### config.mk
export PLATFORM = sky130hd
export DESIGN_NAME = pingpong_stage
export DESIGN_NICKNAME = d
export VERILOG_FILES = /design/src/rtl/pp_pkg.sv /design/src/rtl/pp_slot_bank.sv /design/src/rtl/pp_occupancy.sv /design/src/rtl/pingpong_stage.sv
export SDC_FILE = /design/constraint.sdc
export NUM_CORES = 1
export LEC_CHECK = 0
export ABC_AREA = 1
export BUFFER_PORTS_ARGS = -buffer_cell sky130_fd_sc_hd__clkbuf_2
export CORE_UTILIZATION = 51
export CTS_CLUSTER_SIZE = 14
export DETAILED_ROUTE_END_ITERATION = 16
export HOLD_SLACK_MARGIN = 0.1
export PLACE_DENSITY_LB_ADDON = 0.05
export SLEW_MARGIN = 20
export SYNTH_ARGS = -nofsm -noshare
export SYNTH_HDL_FRONTEND = slang
export SYNTH_SLANG_ARGS = --single-unit
### constraint.sdc
create_clock -name clk -period 1.8 [get_ports clk]
set_input_delay 0.09 -clock clk [delete_from_list [all_inputs] [get_ports clk]]
set_output_delay 0.09 -clock clk [all_outputs]
set_load 0.02 [all_outputs]
### src/rtl/pp_pkg.sv
package pp_pkg;

  typedef logic [1:0] occ_t;

  localparam occ_t OCC_EMPTY = 2'd0;
  localparam occ_t OCC_FULL  = 2'd2;

  // occupancy after one cycle of accept/release activity
  function automatic occ_t occ_next(occ_t cur, logic push, logic pop);
    occ_t res;
    case ({push, pop})
      2'b10:   res = cur + 2'd1;
      2'b01:   res = cur - 2'd1;
      default: res = cur;
    endcase
    return res;
  endfunction

  // slot selector advances by toggling on each event
  function automatic logic slot_step(logic sel, logic adv);
    return sel ^ adv;
  endfunction

endpackage

### src/rtl/pp_slot_bank.sv
module pp_slot_bank #(
  parameter int DATA_W = 8
) (
  input  logic              clk,
  input  logic              rst_n,
  input  logic              wr_en,
  input  logic              wr_sel,
  input  logic [DATA_W-1:0] wr_data,
  input  logic              rd_sel,
  output logic [DATA_W-1:0] rd_data
);

  localparam int NSLOT = 2;

  logic [DATA_W-1:0] slot_q [NSLOT];

  for (genvar i = 0; i < NSLOT; i++) begin : g_slot
    always_ff @(posedge clk) begin
      if (!rst_n) begin
        slot_q[i] <= '0;
      end else if (wr_en && (wr_sel == 1'(i))) begin
        slot_q[i] <= wr_data;
      end
    end
  end

  assign rd_data = slot_q[rd_sel];


  slot_capture_chk: assert property (@(posedge clk) disable iff (!rst_n)
    wr_en |=> slot_q[$past(wr_sel)] == $past(wr_data));


  slot_hold_chk: assert property (@(posedge clk) disable iff (!rst_n)
    !wr_en |=> $stable(slot_q[0]) && $stable(slot_q[1]));

endmodule

### src/rtl/pp_occupancy.sv
module pp_occupancy
  import pp_pkg::*;
(
  input  logic clk,
  input  logic rst_n,
  input  logic push,
  input  logic pop,
  output occ_t occ,
  output logic wr_sel,
  output logic rd_sel,
  output logic has_free,
  output logic has_item
);

  occ_t occ_q;
  logic wr_q, rd_q;

  always_ff @(posedge clk) begin
    if (!rst_n) begin
      occ_q <= OCC_EMPTY;
      wr_q  <= 1'b0;
      rd_q  <= 1'b0;
    end else begin
      occ_q <= occ_next(occ_q, push, pop);
      wr_q  <= slot_step(wr_q, push);
      rd_q  <= slot_step(rd_q, pop);
    end
  end

  assign occ      = occ_q;
  assign wr_sel   = wr_q;
  assign rd_sel   = rd_q;
  assign has_free = (occ_q != OCC_FULL);
  assign has_item = (occ_q != OCC_EMPTY);


  occ_bound_chk: assert property (@(posedge clk) disable iff (!rst_n)
    occ_q <= OCC_FULL);


  ptr_gap_chk: assert property (@(posedge clk) disable iff (!rst_n)
    (occ_q == 2'd1) |-> (wr_q != rd_q));


  swap_keep_chk: assert property (@(posedge clk) disable iff (!rst_n)
    (push && pop && occ_q == 2'd1) |=> (occ_q == 2'd1));


  wr_toggle_chk: assert property (@(posedge clk) disable iff (!rst_n)
    push |=> (wr_q != $past(wr_q)));

endmodule

### src/rtl/pingpong_stage.sv
module pingpong_stage
  import pp_pkg::*;
#(
  parameter int DATA_W = 8
) (
  input  logic              clk,
  input  logic              rst_n,
  input  logic              in_valid,
  output logic              in_ready,
  input  logic [DATA_W-1:0] in_data,
  output logic              out_valid,
  input  logic              out_ready,
  output logic [DATA_W-1:0] out_data
);

  occ_t occ;
  logic wr_sel, rd_sel, has_free, has_item;
  logic push_evt, pop_evt;

  assign push_evt = in_valid && has_free;
  assign pop_evt  = has_item && out_ready;

  pp_occupancy u_occ (
    .clk      (clk),
    .rst_n    (rst_n),
    .push     (push_evt),
    .pop      (pop_evt),
    .occ      (occ),
    .wr_sel   (wr_sel),
    .rd_sel   (rd_sel),
    .has_free (has_free),
    .has_item (has_item)
  );

  pp_slot_bank #(.DATA_W(DATA_W)) u_bank (
    .clk     (clk),
    .rst_n   (rst_n),
    .wr_en   (push_evt),
    .wr_sel  (wr_sel),
    .wr_data (in_data),
    .rd_sel  (rd_sel),
    .rd_data (out_data)
  );

  assign in_ready  = has_free;
  assign out_valid = has_item;


  out_hold_chk: assert property (@(posedge clk) disable iff (!rst_n)
    (out_valid && !out_ready) |=> (out_valid && $stable(out_data)));


  fill_latency_chk: assert property (@(posedge clk) disable iff (!rst_n)
    (in_valid && in_ready && !out_valid) |=> (out_valid && out_data == $past(in_data)));


  full_has_item_chk: assert property (@(posedge clk) disable iff (!rst_n)
    !in_ready |-> out_valid);


  full_stays_chk: assert property (@(posedge clk) disable iff (!rst_n)
    (!in_ready && !out_ready) |=> !in_ready);


  empty_idle_chk: assert property (@(posedge clk) disable iff (!rst_n)
    (!out_valid && !in_valid) |=> !out_valid);


  occ_width_chk: assert property (@(posedge clk) disable iff (!rst_n)
    $countones(occ) <= 1);

endmodule

After elaboration in Yosys (flattened, before gate mapping):

Memories as Yosys holds them, arrays and structs flattened. A register that Yosys moved wholly into a read port is not among the register bits.
Index checks and enable logic that the tools add are counted.
Widths: inputs -> output; s select.

* output and inout port bits: 10
* flip-flop bits (word level): 4
* RAM bits: 16
* memories kept: 1
* input bits: 12
* logic and storage cells: 31

Memory list
* u_bank.slot_q: depth 2, bits a word 8, rd ports 1, clocked after memory_dff 1, write ports 2, RTL line pp_slot_bank.sv:15 `logic [DATA_W-1:0] slot_q [NSLOT];`

* bitwise logic cells: 5
* reduce and logical (&&, ||, !) cells: 6
* add/subtract/negate cells: 2
* mux-type cells: 11
* equality and inequality tests: 3

Operator list (count)
* $mux 8: 2
* $mux 1: 8
* $logic_and 1x1->1: 4
* $pmux 2 s2: 1
* $reduce_bool 2->1: 2
* $add 2x1->2 const B: 1
* $eq 2x1->1 const B: 1
* $eq 2x2->1 const B: 1
* $ne 2x2->1 const B: 1
* $or 1x1->1: 2
* $sub 2x1->2 const B: 1
* $xor 1x1->1: 2
* $not 1->1: 1

Depth between registers and ports, before layout:

Gate-level depths: netlist of run 1.

* depth in word-level cells: 7
* gate-level depth with buffers: 10
* depth with buffers taken out: 10

By module:

From an unflattened synthesis of run 1, not the netlist that was laid out.

* cells, all modules: 105
* area, all modules: 918.4 sq um

Modules (own cells, without submodules)
* pp_slot_bank: instances 1, area an instance 709.4 sq um, seq. area each 480.5 sq um, cells an instance 71
* pp_occupancy: instances 1, area an instance 193.9 sq um, seq. area each 80.1 sq um, cells an instance 30
* pingpong_stage: instances 1, area an instance 15.0 sq um, seq. area each 0.0 sq um, cells an instance 4

Worst setup path after synthesis of run 1:

Ideal clock, no wire load.

* path kind: reg2reg
* start: register u_occ.occ_q[0] (netlist: u_occ.occ[0])
* end: memory u_bank.slot_q[0][0], enable pin
* buffers on the path: 0
* period minus slack after synthesis: 1509 ps
* cell stages (with the launch flop): 7
* setup time: 283 ps
* setup slack: 291 ps
* required time: 1517 ps
* arrival: 1226 ps
* cells stage by stage: dfxtp_1 -> inv_2 -> nand2_1 -> nand2_1 -> inv_1 -> ha_1 -> or2_1

RTL lines
* start: declaration: RTL line pp_occupancy.sv:15 `occ_t occ_q;`
* start signal: assignment: RTL line pp_occupancy.sv:24 `occ_q <= occ_next(occ_q, push, pop);`
* end: declaration: RTL line pp_slot_bank.sv:15

==> results of run 1 <==
state kept, by name (all words and copies together) (netlist names), named ones only:
name,flops
u_occ.wr_sel,1
u_bank.slot_q,16
u_occ.occ,2
u_occ.rd_sel,1
logic make-up (layout without fill, tap and decap cells):
| family | Yosys count | count (layout) | synth area share [%] |
|---|---|---|---|
| mux | 8 | 8 | 9.31 |
| fa+ha+maj | 3 | 3 | 3.88 |
| buf+inv | 18 | 48 | 7.89 |
| flops | 21 | 21 | 60.0 |
| simple gates | 37 | 37 | 16.9 |
| compound gates | 3 | 3 | 1.94 |
power groups by stage:
stage | clock network [W] | registers (W) | logic (W)
2_1_floorplan | 0 | 0.000645 | 0.000327
3_3_place_gp | 0 | 0.000664 | 0.000400
3_5_place_dp | 0 | 0.000669 | 0.000409
4_1_cts | 0.000231 | 0.000657 | 0.000417
5_1_grt | 0.000251 | 0.000666 | 0.000462
6_report | 0.000223 | 0.000655 | 0.000418
critical path: cells and delay by family, from the launching register on:
kind                     cells  cell delay, ns
adder cells (fa/ha/maj)      1            0.19
flip-flops                   1            0.35
AND/OR/NAND/NOR              3            0.53
buffers and inverters        2            0.16
Yosys cell counts, drive strengths merged:
cell type,n,area [µm²]
nor2,24,92.6
nand2,10,52.6
dfxtp,5,100
mux2,8,90.1
ha,3,37.5
buf,1,11.3
inv,16,60.1
nand4,1,6.26
o21ai,2,13.8
clkinv,1,5.00
edfxtp,16,480
a21oi,1,5.00
or2,2,12.5
final cells by class:
class / instances / area (µm²) / area share [%]
clock buffer: 4 / 26.3 / 2.23
inverter: 17 / 65.1 / 5.52
multi-input combinational: 51 / 310 / 26.3
sequential: 21 / 581 / 49.3
tap: 25 / 31.3 / 2.65
timing repair buffer: 27 / 165 / 14.0
stage by stage:
step                total power, W  hold WS, ns  instance area, µm²
floorplan                 0.000971        0.211                 967
global placement           0.00106        0.393                1090
detailed placement         0.00108        0.397                1090
CTS                        0.00131        0.101                1160
global route               0.00138        0.109                1180
finish                     0.00130        0.110                1180
cell usage in the layout, fill, tap and decap left out, drive strengths merged:
cell type / netlist / final
edfxtp: 16 / 16
mux2: 8 / 8
nand2: 10 / 10
clkbuf: 0 / 25
a21oi: 1 / 1
ha: 3 / 3
inv: 16 / 16
dfxtp: 5 / 5
nor2: 24 / 24
clkinv: 1 / 1
dlygate4sd3: 0 / 6
o21ai: 2 / 2
nand4: 1 / 1
or2: 2 / 2
final timing paths:
check / start / end / slack, ns
setup / recovery: u_occ.occ[0] / u_bank.slot_q[1][5] / 0.28
hold / removal: in_data[1] / u_bank.slot_q[0][1] / 0.11
setup reg to reg: u_occ.occ[0] / u_bank.slot_q[1][5] / 0.28
hold reg to reg: u_occ.rd_sel / u_occ.rd_sel / 0.53
metal layers:
metal  part of all wire, %  routed length, µm  vias to the layer above  track usage [%]
met5                     0                  0                        -                0
met4                  0.92                 15                        0             10.3
met3                   3.1                 51                        2             3.57
met2                    51                828                       14             28.6
met1                    45                739                      288             22.4
li1                      -                  -                      342                -
==> run_summary.xml, run 1 <==
<?xml version="1.0" encoding="UTF-8"?>
<metrics>
  <group name="place">
    <metric name="io_buffers" unit="">21</metric>
    <metric name="post-place-cells" unit="">135</metric>
    <metric name="dpl_worst_slack" unit="ns">0.286</metric>
    <metric name="gp_congestion" unit="">0.671</metric>
    <metric name="place.detailed.hpwl" unit="mm">1.21</metric>
  </group>
  <group name="power_and_ir_drop">
    <metric name="power_frac_comb" unit="%">32.2</metric>
    <metric name="irDropWorstVdd" unit="mV">0.555</metric>
    <metric name="clkPwrFrac" unit="%">17.2</metric>
    <metric name="p_int" unit="W">0.000862</metric>
    <metric name="power.sequential.fraction" unit="%">50.6</metric>
    <metric name="net_load_switching_power" unit="W">0.000434</metric>
    <metric name="power_leakage" unit="nW">0.568</metric>
    <metric name="switching_share" unit="%">33.5</metric>
    <metric name="power-per-cell-area" unit="mW/mm²">1100</metric>
  </group>
  <group name="setup_path">
    <metric name="cpMostUsedCell" unit="">sky130_fd_sc_hd__nand2_1</metric>
    <metric name="worst-setup-path-type" unit="">reg2reg</metric>
    <metric name="arrival" unit="ns">1.53</metric>
    <metric name="critPathCaptureType" unit="">register</metric>
    <metric name="cpMaxStageDelayCell" unit="">sky130_fd_sc_hd__or2_1</metric>
    <metric name="crit_path_max_fanout" unit="">8</metric>
    <metric name="worst_ep_required_time" unit="ns">1.81</metric>
    <metric name="timing.critical_path.slowest_cell_delay" unit="ns">0.37</metric>
    <metric name="ff2ff_path_depth" unit="">6</metric>
    <metric name="crit_path_start_kind" unit="">register</metric>
    <metric name="crit_path_cell_trace" unit="">inv_2, nand2_1, nand2_1, inv_1, ha_1, or2_1</metric>
  </group>
  <group name="min_path">
    <metric name="hold-path-cell-count" unit="">3</metric>
    <metric name="holdCritPathClass" unit="">in2reg</metric>
  </group>
  <group name="global_route">
    <metric name="combined_global_route_utilization_of_all_metal_layers" unit="%">17.9</metric>
    <metric name="antenna_found_initial" unit="">0</metric>
    <metric name="number_of_global_route_vias_before_repair" unit="">586</metric>
    <metric name="global_route.overflow_total" unit="">0</metric>
    <metric name="first_pass_grt_wire_length" unit="mm">2.47</metric>
    <metric name="grt_start_max_net_pins" unit="">12</metric>
  </group>
  <group name="floorplan">
    <metric name="dieHeight" unit="µm">45.5</metric>
    <metric name="start_util" unit="%">55.4</metric>
    <metric name="design.portCount" unit="">22</metric>
    <metric name="rows" unit="">15</metric>
    <metric name="chipWidth" unit="µm">45.5</metric>
    <metric name="core_area" unit="mm²">0.00175</metric>
    <metric name="fp.dieArea" unit="mm²">0.00207</metric>
  </group>
  <group name="clock_network">
    <metric name="cts_max_level" unit="">1</metric>
    <metric name="ctsLongestPathBuffers" unit="">2</metric>
    <metric name="root_buffer" unit="">sky130_fd_sc_hd__clkbuf_4</metric>
    <metric name="cts-hold-fix-buffers" unit="">4</metric>
    <metric name="post-cts-setup-buffer-count" unit="">0</metric>
    <metric name="post_cts_resized" unit="">0</metric>
    <metric name="clock_insertion_delay_worst_skew" unit="ns">0.30</metric>
    <metric name="path_clk_slew" unit="ns">0.12</metric>
    <metric name="numCtsBuffers" unit="">3</metric>
    <metric name="tritoncts_num_sinks" unit="">21</metric>
    <metric name="cts_tree" unit="">built</metric>
  </group>
  <group name="drt">
    <metric name="dr.pass1.iters" unit="">4</metric>
    <metric name="routed_vias_inst" unit="">4.46</metric>
    <metric name="dr_total_vias" unit="">646</metric>
    <metric name="route.final.wire_length" unit="mm">1.64</metric>
    <metric name="final_antenna_net_count" unit="">0</metric>
    <metric name="route.detailed.wl_per_inst" unit="µm">11.3</metric>
    <metric name="drtIter0Drc" unit="">12</metric>
    <metric name="drc_errors" unit="">0</metric>
  </group>
  <group name="cells_and_area">
    <metric name="layout-area-overhead-vs-synth" unit="%">21.9</metric>
    <metric name="stdcell_count" unit="">145</metric>
    <metric name="core_util_final" unit="%">67.5</metric>
    <metric name="final_net_count" unit="">136</metric>
    <metric name="drive_gt1_share" unit="%">32.5</metric>
    <metric name="antenna_cell_count" unit="">0</metric>
    <metric name="n_fill_cell" unit="">165</metric>
  </group>
  <group name="synth">
    <metric name="yosys_register_bits" unit="">21</metric>
    <metric name="synth_cells" unit="">90</metric>
    <metric name="netlist_area" unit="µm²">967</metric>
    <metric name="synth_sequential_area_ratio" unit="%">60.0</metric>
    <metric name="yosys_warnings" unit="">0</metric>
    <metric name="distinct_cells_synth" unit="">17</metric>
    <metric name="syn-mean-instance-area" unit="µm²">10.7</metric>
    <metric name="syn-num-nets" unit="">105</metric>
  </group>
  <group name="timing">
    <metric name="final-setup-viol-count" unit="">0</metric>
    <metric name="max_clock_freq" unit="MHz">660</metric>
    <metric name="finalSetupTns" unit="ns">0</metric>
    <metric name="period_minus_slack" unit="ns">1.52</metric>
    <metric name="final.setup.worst_slack" unit="ns">0.284</metric>
    <metric name="fin_skew" unit="ns">0.00831</metric>
    <metric name="drv_slew" unit="">0</metric>
    <metric name="timing_hold_violations_final" unit="">0</metric>
    <metric name="min_period_over_period" unit="%">84.2</metric>
    <metric name="rsz0062_at_grt" unit="">no</metric>
    <metric name="worstMarginPinSlew" unit="ns">0.370</metric>
    <metric name="slew_headroom" unit="%">75.3</metric>
  </group>
  <group name="status">
    <metric name="run_status" unit="">finished clean</metric>
  </group>
  <group name="run">
    <metric name="max-cap-violations" unit="">0</metric>
  </group>
</metrics>
No activity file was read; power rests on OpenSTA's default activity.
==> run 2, diff against run 1 <==
==> constraint.sdc (replaced) <==
create_clock -name clk -period 1.5 [get_ports clk]
set_input_delay 0.075 -clock clk [delete_from_list [all_inputs] [get_ports clk]]
set_output_delay 0.075 -clock clk [all_outputs]
set_load 0.02 [all_outputs]
==> run 2 against run 1 <==
  * Critical path depth did not move
  * Sequential share of layout area fell by 2.2 points
  * Highest routed layer unchanged
  * Setup slack got worse by 0.20 ns
  * Flip-flop and latch count did not move
  * Critical path type unchanged
  * Global-route usage rose by 0.62 points
  * Die area did not move
==> run_summary.xml, run 2 (same netlist as run 1, synthesis figures left out) <==
<?xml version="1.0" encoding="UTF-8"?>
<metrics>
  <group name="status">
    <metric name="run_status" unit="">finished clean</metric>
  </group>
  <group name="timing">
    <metric name="timing_hold_violations_final" unit="">0</metric>
    <metric name="finalSetupTns" unit="ns">0</metric>
    <metric name="slew_headroom" unit="%">86.0</metric>
    <metric name="fin_skew" unit="ns">0.00987</metric>
    <metric name="rsz0062_at_grt" unit="">no</metric>
    <metric name="drv_slew" unit="">0</metric>
    <metric name="worstMarginPinSlew" unit="ns">0.209</metric>
    <metric name="max_clock_freq" unit="MHz">705</metric>
    <metric name="period_minus_slack" unit="ns">1.42</metric>
    <metric name="min_period_over_period" unit="%">94.5</metric>
    <metric name="final-setup-viol-count" unit="">0</metric>
  </group>
  <group name="cells_and_area">
    <metric name="drive_gt1_share" unit="%">37.6</metric>
    <metric name="stdcell_count" unit="">150</metric>
    <metric name="layout-area-overhead-vs-synth" unit="%">28.2</metric>
    <metric name="final_net_count" unit="">141</metric>
    <metric name="max_flop_register" unit="">u_bank.slot_q</metric>
    <metric name="most_frequent_cells_in_the_layout" unit="">23 x sky130_fd_sc_hd__nor2_1, 21 x sky130_fd_sc_hd__clkbuf_2, 16 x sky130_fd_sc_hd__edfxtp_1</metric>
    <metric name="flip_flop_count_of_the_largest_register_after_layout" unit="">16</metric>
    <metric name="antenna_cell_count" unit="">0</metric>
    <metric name="mostFrequentLayoutCell" unit="">sky130_fd_sc_hd__nor2_1</metric>
  </group>
  <group name="drt">
    <metric name="met2WireLength" unit="µm">849</metric>
    <metric name="drtIter0Drc" unit="">17</metric>
    <metric name="final_antenna_net_count" unit="">0</metric>
    <metric name="met3RoutedLength" unit="µm">59</metric>
    <metric name="dr.pass1.iters" unit="">4</metric>
    <metric name="drc_errors" unit="">0</metric>
    <metric name="routed_vias_inst" unit="">4.72</metric>
    <metric name="met1_routed_length" unit="µm">765</metric>
    <metric name="route.detailed.wl_per_inst" unit="µm">11.3</metric>
    <metric name="dr_total_vias" unit="">708</metric>
    <metric name="route.final.wire_length" unit="mm">1.70</metric>
    <metric name="maxUsedRoutingLayer" unit="">met4</metric>
  </group>
  <group name="clock_network">
    <metric name="path_clk_slew" unit="ns">0.11</metric>
    <metric name="cts_tree" unit="">built</metric>
    <metric name="root_buffer" unit="">sky130_fd_sc_hd__clkbuf_4</metric>
    <metric name="tritoncts_num_sinks" unit="">21</metric>
    <metric name="cts_max_level" unit="">1</metric>
    <metric name="ctsLongestPathBuffers" unit="">2</metric>
    <metric name="clock_insertion_delay_worst_skew" unit="ns">0.30</metric>
    <metric name="numCtsBuffers" unit="">3</metric>
  </group>
  <group name="global_route">
    <metric name="global_route.overflow_total" unit="">0</metric>
    <metric name="antenna_found_initial" unit="">0</metric>
    <metric name="combined_global_route_utilization_of_all_metal_layers" unit="%">18.5</metric>
    <metric name="number_of_global_route_vias_before_repair" unit="">608</metric>
    <metric name="first_pass_grt_wire_length" unit="mm">2.59</metric>
    <metric name="grt_start_max_net_pins" unit="">13</metric>
  </group>
  <group name="min_path">
    <metric name="hp-start" unit="">in_valid</metric>
    <metric name="holdCritPathClass" unit="">in2reg</metric>
  </group>
  <group name="power_and_ir_drop">
    <metric name="irDropWorstVdd" unit="mV">0.798</metric>
    <metric name="power_leakage" unit="nW">0.597</metric>
    <metric name="power-per-cell-area" unit="mW/mm²">1290</metric>
  </group>
  <group name="setup_path">
    <metric name="critPathCaptureType" unit="">register</metric>
    <metric name="arrival" unit="ns">1.48</metric>
    <metric name="worst-setup-path-type" unit="">reg2reg</metric>
    <metric name="rr_startpoint" unit="">u_occ.occ[0]</metric>
    <metric name="worst_setup_path_startpoint" unit="">u_occ.occ[0]</metric>
    <metric name="crit_path_max_fanout" unit="">8</metric>
    <metric name="worst_ep_required_time" unit="ns">1.56</metric>
    <metric name="crit_path_start_kind" unit="">register</metric>
  </group>
  <group name="place">
    <metric name="post-place-cells" unit="">135</metric>
    <metric name="io_buffers" unit="">21</metric>
    <metric name="gp_congestion" unit="">0.677</metric>
    <metric name="place.detailed.hpwl" unit="mm">1.13</metric>
  </group>
  <group name="floorplan">
    <metric name="dieHeight" unit="µm">45.5</metric>
    <metric name="start_util" unit="%">55.4</metric>
    <metric name="rows" unit="">15</metric>
    <metric name="design.portCount" unit="">22</metric>
    <metric name="core_area" unit="mm²">0.00175</metric>
    <metric name="chipWidth" unit="µm">45.5</metric>
    <metric name="fp.dieArea" unit="mm²">0.00207</metric>
  </group>
  <group name="run">
    <metric name="max-cap-violations" unit="">0</metric>
  </group>
</metrics>
-- run 2: cell types whose count changed in the layout (fill, tap and decap cells not counted), sizes merged --
cell / before / now
clkinv: 1 / 2
clkbuf: 25 / 24
buf: 0 / 1
dlygate4sd3: 6 / 10
-- run 2: final timing paths --
check	endpoint	cells past startpoint	slack [ns]
worst max register to register	u_bank.slot_q[0][7]	6	0.08
worst min register to register	register	2	0.52
worst max-delay path	u_bank.slot_q[0][7]	6	0.08
worst min-delay path	u_occ.wr_sel	5	0.18
-- run 2: metrics by stage --
stage	setup WS, ns	hold WS, ns	util, %	power [W]	area, µm²
after floorplan	0.0533	0.196	-	0.00117	972
after global placement	0.125	0.380	62.9	0.00128	1100
after detailed placement	0.0722	0.384	62.9	0.00130	1100
after CTS	0.0112	0.179	70.2	0.00159	1220
after global routing	0.00269	0.190	71.0	0.00169	1240
final	0.0822	0.184	71.0	0.00160	1240
-- run 2: metal layers --
metal,vias to the layer above,GRT usage (%)
met4,0,9.09
met3,4,3.57
met1,326,25.1
met5,-,0
li1,359,-
met2,19,28.3
-- run 2: power breakdown --
| group | internal (W) | switching (W) | leakage, nW |
|---|---|---|---|
| Sequential | 0.000734 | 0.0000582 | 0.212 |
| Clock | 0.0000994 | 0.000175 | 0.0177 |
| Combinational | 0.000225 | 0.000308 | 0.367 |
-- run 2: area by class of cell --
cell class,count,area [µm²]
Inverter,17,65.1
Sequential cell,21,583
Clock buffer,3,22.5
Clock inverter,1,5.00
Fill cell,138,505
Tap cell,25,31.3
Timing Repair Buffer,32,213
Multi-Input combinational cell,51,320
-- run 2: worst max-delay path: stages, from the launching register on --
cell and delay, ns:
sky130_fd_sc_hd__dfxtp_2 0.35, sky130_fd_sc_hd__inv_2 0.10, sky130_fd_sc_hd__nand2_1 0.07, sky130_fd_sc_hd__nand2_1 0.08
sky130_fd_sc_hd__inv_1 0.06, sky130_fd_sc_hd__ha_1 0.20, sky130_fd_sc_hd__or2_4 0.31
-- run 2: repair_timing --
action / 4_1_cts / 5_1_grt
buffers inserted: 0 / 1
hold buffers: 10 / 0
setup endpoints to repair: 0 / 25
hold endpoints to repair: 19 / 0
resized for setup: 0 / 4
==> run 3, diff against run 2 <==
--- a/config.mk
+++ b/config.mk
@@ -12,7 +12,7 @@
 export DETAILED_ROUTE_END_ITERATION = 16
 export HOLD_SLACK_MARGIN = 0.1
 export PLACE_DENSITY_LB_ADDON = 0.05
-export SLEW_MARGIN = 20
+export SLEW_MARGIN = 0
 export SYNTH_ARGS = -nofsm -noshare
 export SYNTH_HDL_FRONTEND = slang
 export SYNTH_SLANG_ARGS = --single-unit
==> constraint.sdc (replaced) <==
create_clock -name clk -period 1.33 [get_ports clk]
set_input_delay 0.0665 -clock clk [delete_from_list [all_inputs] [get_ports clk]]
set_output_delay 0.0665 -clock clk [all_outputs]
set_load 0.02 [all_outputs]
==> run 3 against run 2 <==
  * The flow now finishes with violations (negative setup slack)
  * Critical path depth stayed put
  * Register-to-register slack got worse by 0.08 ns
  * Maximum frequency increased by 6.6%
  * Critical endpoint is now u_bank.slot_q[0][4]
  * Highest routed layer unchanged
==> run_summary.xml, run 3 (same netlist as run 1, synthesis figures left out) <==
<?xml version="1.0" encoding="UTF-8"?>
<metrics>
  <group name="global_route">
    <metric name="number_of_global_route_vias_before_repair" unit="">721</metric>
    <metric name="grt_start_max_net_pins" unit="">12</metric>
    <metric name="global_route.overflow_total" unit="">0</metric>
    <metric name="first_pass_grt_wire_length" unit="mm">2.85</metric>
    <metric name="combined_global_route_utilization_of_all_metal_layers" unit="%">19.9</metric>
    <metric name="antenna_found_initial" unit="">0</metric>
  </group>
  <group name="power_and_ir_drop">
    <metric name="final_total_pwr" unit="W">0.00194</metric>
    <metric name="net_load_switching_power" unit="W">0.000665</metric>
    <metric name="power-per-cell-area" unit="mW/mm²">1460</metric>
    <metric name="power.sequential.fraction" unit="%">46.9</metric>
    <metric name="switching_share" unit="%">34.2</metric>
    <metric name="irDropWorstVdd" unit="mV">0.946</metric>
    <metric name="power_leakage" unit="nW">0.619</metric>
    <metric name="clkPwrFrac" unit="%">15.8</metric>
    <metric name="power_frac_comb" unit="%">37.4</metric>
    <metric name="p_int" unit="W">0.00128</metric>
  </group>
  <group name="cells_and_area">
    <metric name="final_design_area_no_fill" unit="mm²">0.00133</metric>
    <metric name="final_net_count" unit="">144</metric>
    <metric name="mostFrequentLayoutCell" unit="">sky130_fd_sc_hd__nor2_1</metric>
    <metric name="layout-area-overhead-vs-synth" unit="%">37.5</metric>
    <metric name="n_fill_cell" unit="">135</metric>
    <metric name="most_frequent_cells_in_the_layout" unit="">23 x sky130_fd_sc_hd__nor2_1, 18 x sky130_fd_sc_hd__clkbuf_2, 16 x sky130_fd_sc_hd__edfxtp_1</metric>
    <metric name="stdcell_count" unit="">153</metric>
    <metric name="max_flop_register" unit="">u_bank.slot_q</metric>
    <metric name="antenna_cell_count" unit="">0</metric>
    <metric name="drive_gt1_share" unit="%">43.8</metric>
    <metric name="area.sequential" unit="µm²">587</metric>
    <metric name="multi_input_area" unit="µm²">374</metric>
    <metric name="core_util_final" unit="%">76.2</metric>
    <metric name="flip_flop_count_of_the_largest_register_after_layout" unit="">16</metric>
  </group>
  <group name="setup_path">
    <metric name="worst_ep_required_time" unit="ns">1.39</metric>
    <metric name="critPathCaptureType" unit="">register</metric>
    <metric name="worst-setup-path-type" unit="">reg2reg</metric>
    <metric name="rr_startpoint" unit="">u_occ.occ[0]</metric>
    <metric name="arrival" unit="ns">1.39</metric>
    <metric name="crit_path_cell_trace" unit="">inv_4, nand2_4, nand2_4, inv_4, ha_4, or2_4</metric>
    <metric name="crit_path_start_kind" unit="">register</metric>
    <metric name="worst_setup_path_startpoint" unit="">u_occ.occ[0]</metric>
    <metric name="family_with_the_most_delay_on_the_worst_path" unit="">simple AND/OR/NAND/NOR gates</metric>
    <metric name="timing.critical_path.slowest_cell_delay" unit="ns">0.35</metric>
    <metric name="count_of_buffering_cells_on_the_critical_path_with_inverters_included" unit="">2</metric>
    <metric name="crit_path_max_fanout" unit="">8</metric>
    <metric name="cpMaxStageDelayCell" unit="">sky130_fd_sc_hd__dfxtp_2</metric>
  </group>
  <group name="drt">
    <metric name="route.final.wire_length" unit="mm">1.92</metric>
    <metric name="final_antenna_net_count" unit="">0</metric>
    <metric name="routed_vias_inst" unit="">4.57</metric>
    <metric name="dr_total_vias" unit="">699</metric>
    <metric name="drtIter0Drc" unit="">14</metric>
    <metric name="route.detailed.wl_per_inst" unit="µm">12.6</metric>
    <metric name="drc_errors" unit="">0</metric>
    <metric name="dr.pass1.iters" unit="">6</metric>
  </group>
  <group name="floorplan">
    <metric name="fp.dieArea" unit="mm²">0.00207</metric>
    <metric name="start_util" unit="%">55.4</metric>
    <metric name="dieHeight" unit="µm">45.5</metric>
    <metric name="core_area" unit="mm²">0.00175</metric>
    <metric name="design.portCount" unit="">22</metric>
    <metric name="chipWidth" unit="µm">45.5</metric>
    <metric name="rows" unit="">15</metric>
  </group>
  <group name="place">
    <metric name="dpl_worst_slack" unit="ns">-0.0477</metric>
    <metric name="io_buffers" unit="">21</metric>
    <metric name="post-place-cells" unit="">140</metric>
    <metric name="gp_congestion" unit="">0.651</metric>
    <metric name="placement.cell_area" unit="mm²">0.00114</metric>
    <metric name="place.detailed.hpwl" unit="mm">1.29</metric>
  </group>
  <group name="timing">
    <metric name="rsz0062_at_grt" unit="">yes</metric>
    <metric name="period_minus_slack" unit="ns">1.33</metric>
    <metric name="final.setup.worst_slack" unit="ns">-0.000246</metric>
    <metric name="slew_headroom" unit="%">88.9</metric>
    <metric name="drv_slew" unit="">0</metric>
    <metric name="min_period_over_period" unit="%">100</metric>
    <metric name="timing_hold_violations_final" unit="">0</metric>
    <metric name="fin_skew" unit="ns">0.00407</metric>
    <metric name="worstMarginPinSlew" unit="ns">0.166</metric>
    <metric name="final-setup-viol-count" unit="">1</metric>
    <metric name="max_clock_freq" unit="MHz">752</metric>
  </group>
  <group name="clock_network">
    <metric name="cts_tree" unit="">built</metric>
    <metric name="numCtsBuffers" unit="">3</metric>
    <metric name="ctsLongestPathBuffers" unit="">2</metric>
    <metric name="path_clk_slew" unit="ns">0.11</metric>
    <metric name="cts_max_level" unit="">1</metric>
    <metric name="clock_insertion_delay_worst_skew" unit="ns">0.30</metric>
    <metric name="root_buffer" unit="">sky130_fd_sc_hd__clkbuf_4</metric>
    <metric name="tritoncts_num_sinks" unit="">21</metric>
  </group>
  <group name="status">
    <metric name="run_status" unit="">complete, but fails checks</metric>
    <metric name="violations" unit="">negative setup slack</metric>
  </group>
  <group name="run">
    <metric name="max-cap-violations" unit="">0</metric>
  </group>
  <group name="min_path">
    <metric name="hp-start" unit="">in_valid</metric>
    <metric name="holdCritPathClass" unit="">in2reg</metric>
  </group>
</metrics>
## run 3: cell types whose count changed in the layout (fill, tap and decap cells not counted), sizes merged
cell,change
buf,+7
clkbuf,-2
clkinv,-1
dlygate4sd3,-1
## run 3: cell type report
class                   instances  area share (%)
well taps                      25            2.35
multi-input cells              51            28.1
inverters                      17            5.27
repair buffers                 35            18.2
flip-flops and latches         21            44.1
clock buffers                   4            1.98
## run 3: timing repair
item                                   CTS  global route
endpoints found under the hold margin   17             0
gates resized for setup                  8            13
setup buffers                            0             0
hold buffers                             9             0
pin swaps                                1             3
setup endpoints to repair               41            24
## run 3: final timing paths
path                    endpoint  slack [ns]  cells after the start
max          u_bank.slot_q[0][4]     -0.0002                      6
min                 u_occ.occ[0]        0.16                      4
max reg2reg  u_bank.slot_q[0][4]     -0.0002                      6
min reg2reg         u_occ.occ[0]        0.53                      2
## run 3: through the flow
stage	TNS, ns	hold WS (ns)
6_report	-0.000246	0.160
2_1_floorplan	0	0.188
3_5_place_dp	-0.843	0.382
5_1_grt	-0.480	0.175
3_3_place_gp	0	0.372
4_1_cts	-0.0300	0.156
## run 3: worst reg2reg max path, delay by kind of cell, from the launching register on
family	cells	cell delay, ns
AND/OR/NAND/NOR	3	0.45
flip-flops	1	0.35
adder cells (fa/ha/maj)	1	0.16
buffers and inverters	2	0.14
## run 3: layer usage
metal | wire length, µm | GRT usage [%] | vias up
li1 | - | - | 364
met1 | 851 | 24.3 | 321
met2 | 1010 | 34.0 | 12
met3 | 50 | 4.76 | 2
met4 | 12 | 7.27 | 0
met5 | 0 | 0 | -
## run 3: power groups by stage
stage                     clock network [W]  logic [W]  registers (W)
final                              0.000306   0.000726       0.000911
after global routing               0.000332   0.000793       0.000922
after CTS                          0.000309   0.000654       0.000906
after detailed placement                  0   0.000623       0.000910
after global placement                    0   0.000604       0.000902
after floorplan                           0   0.000463       0.000877
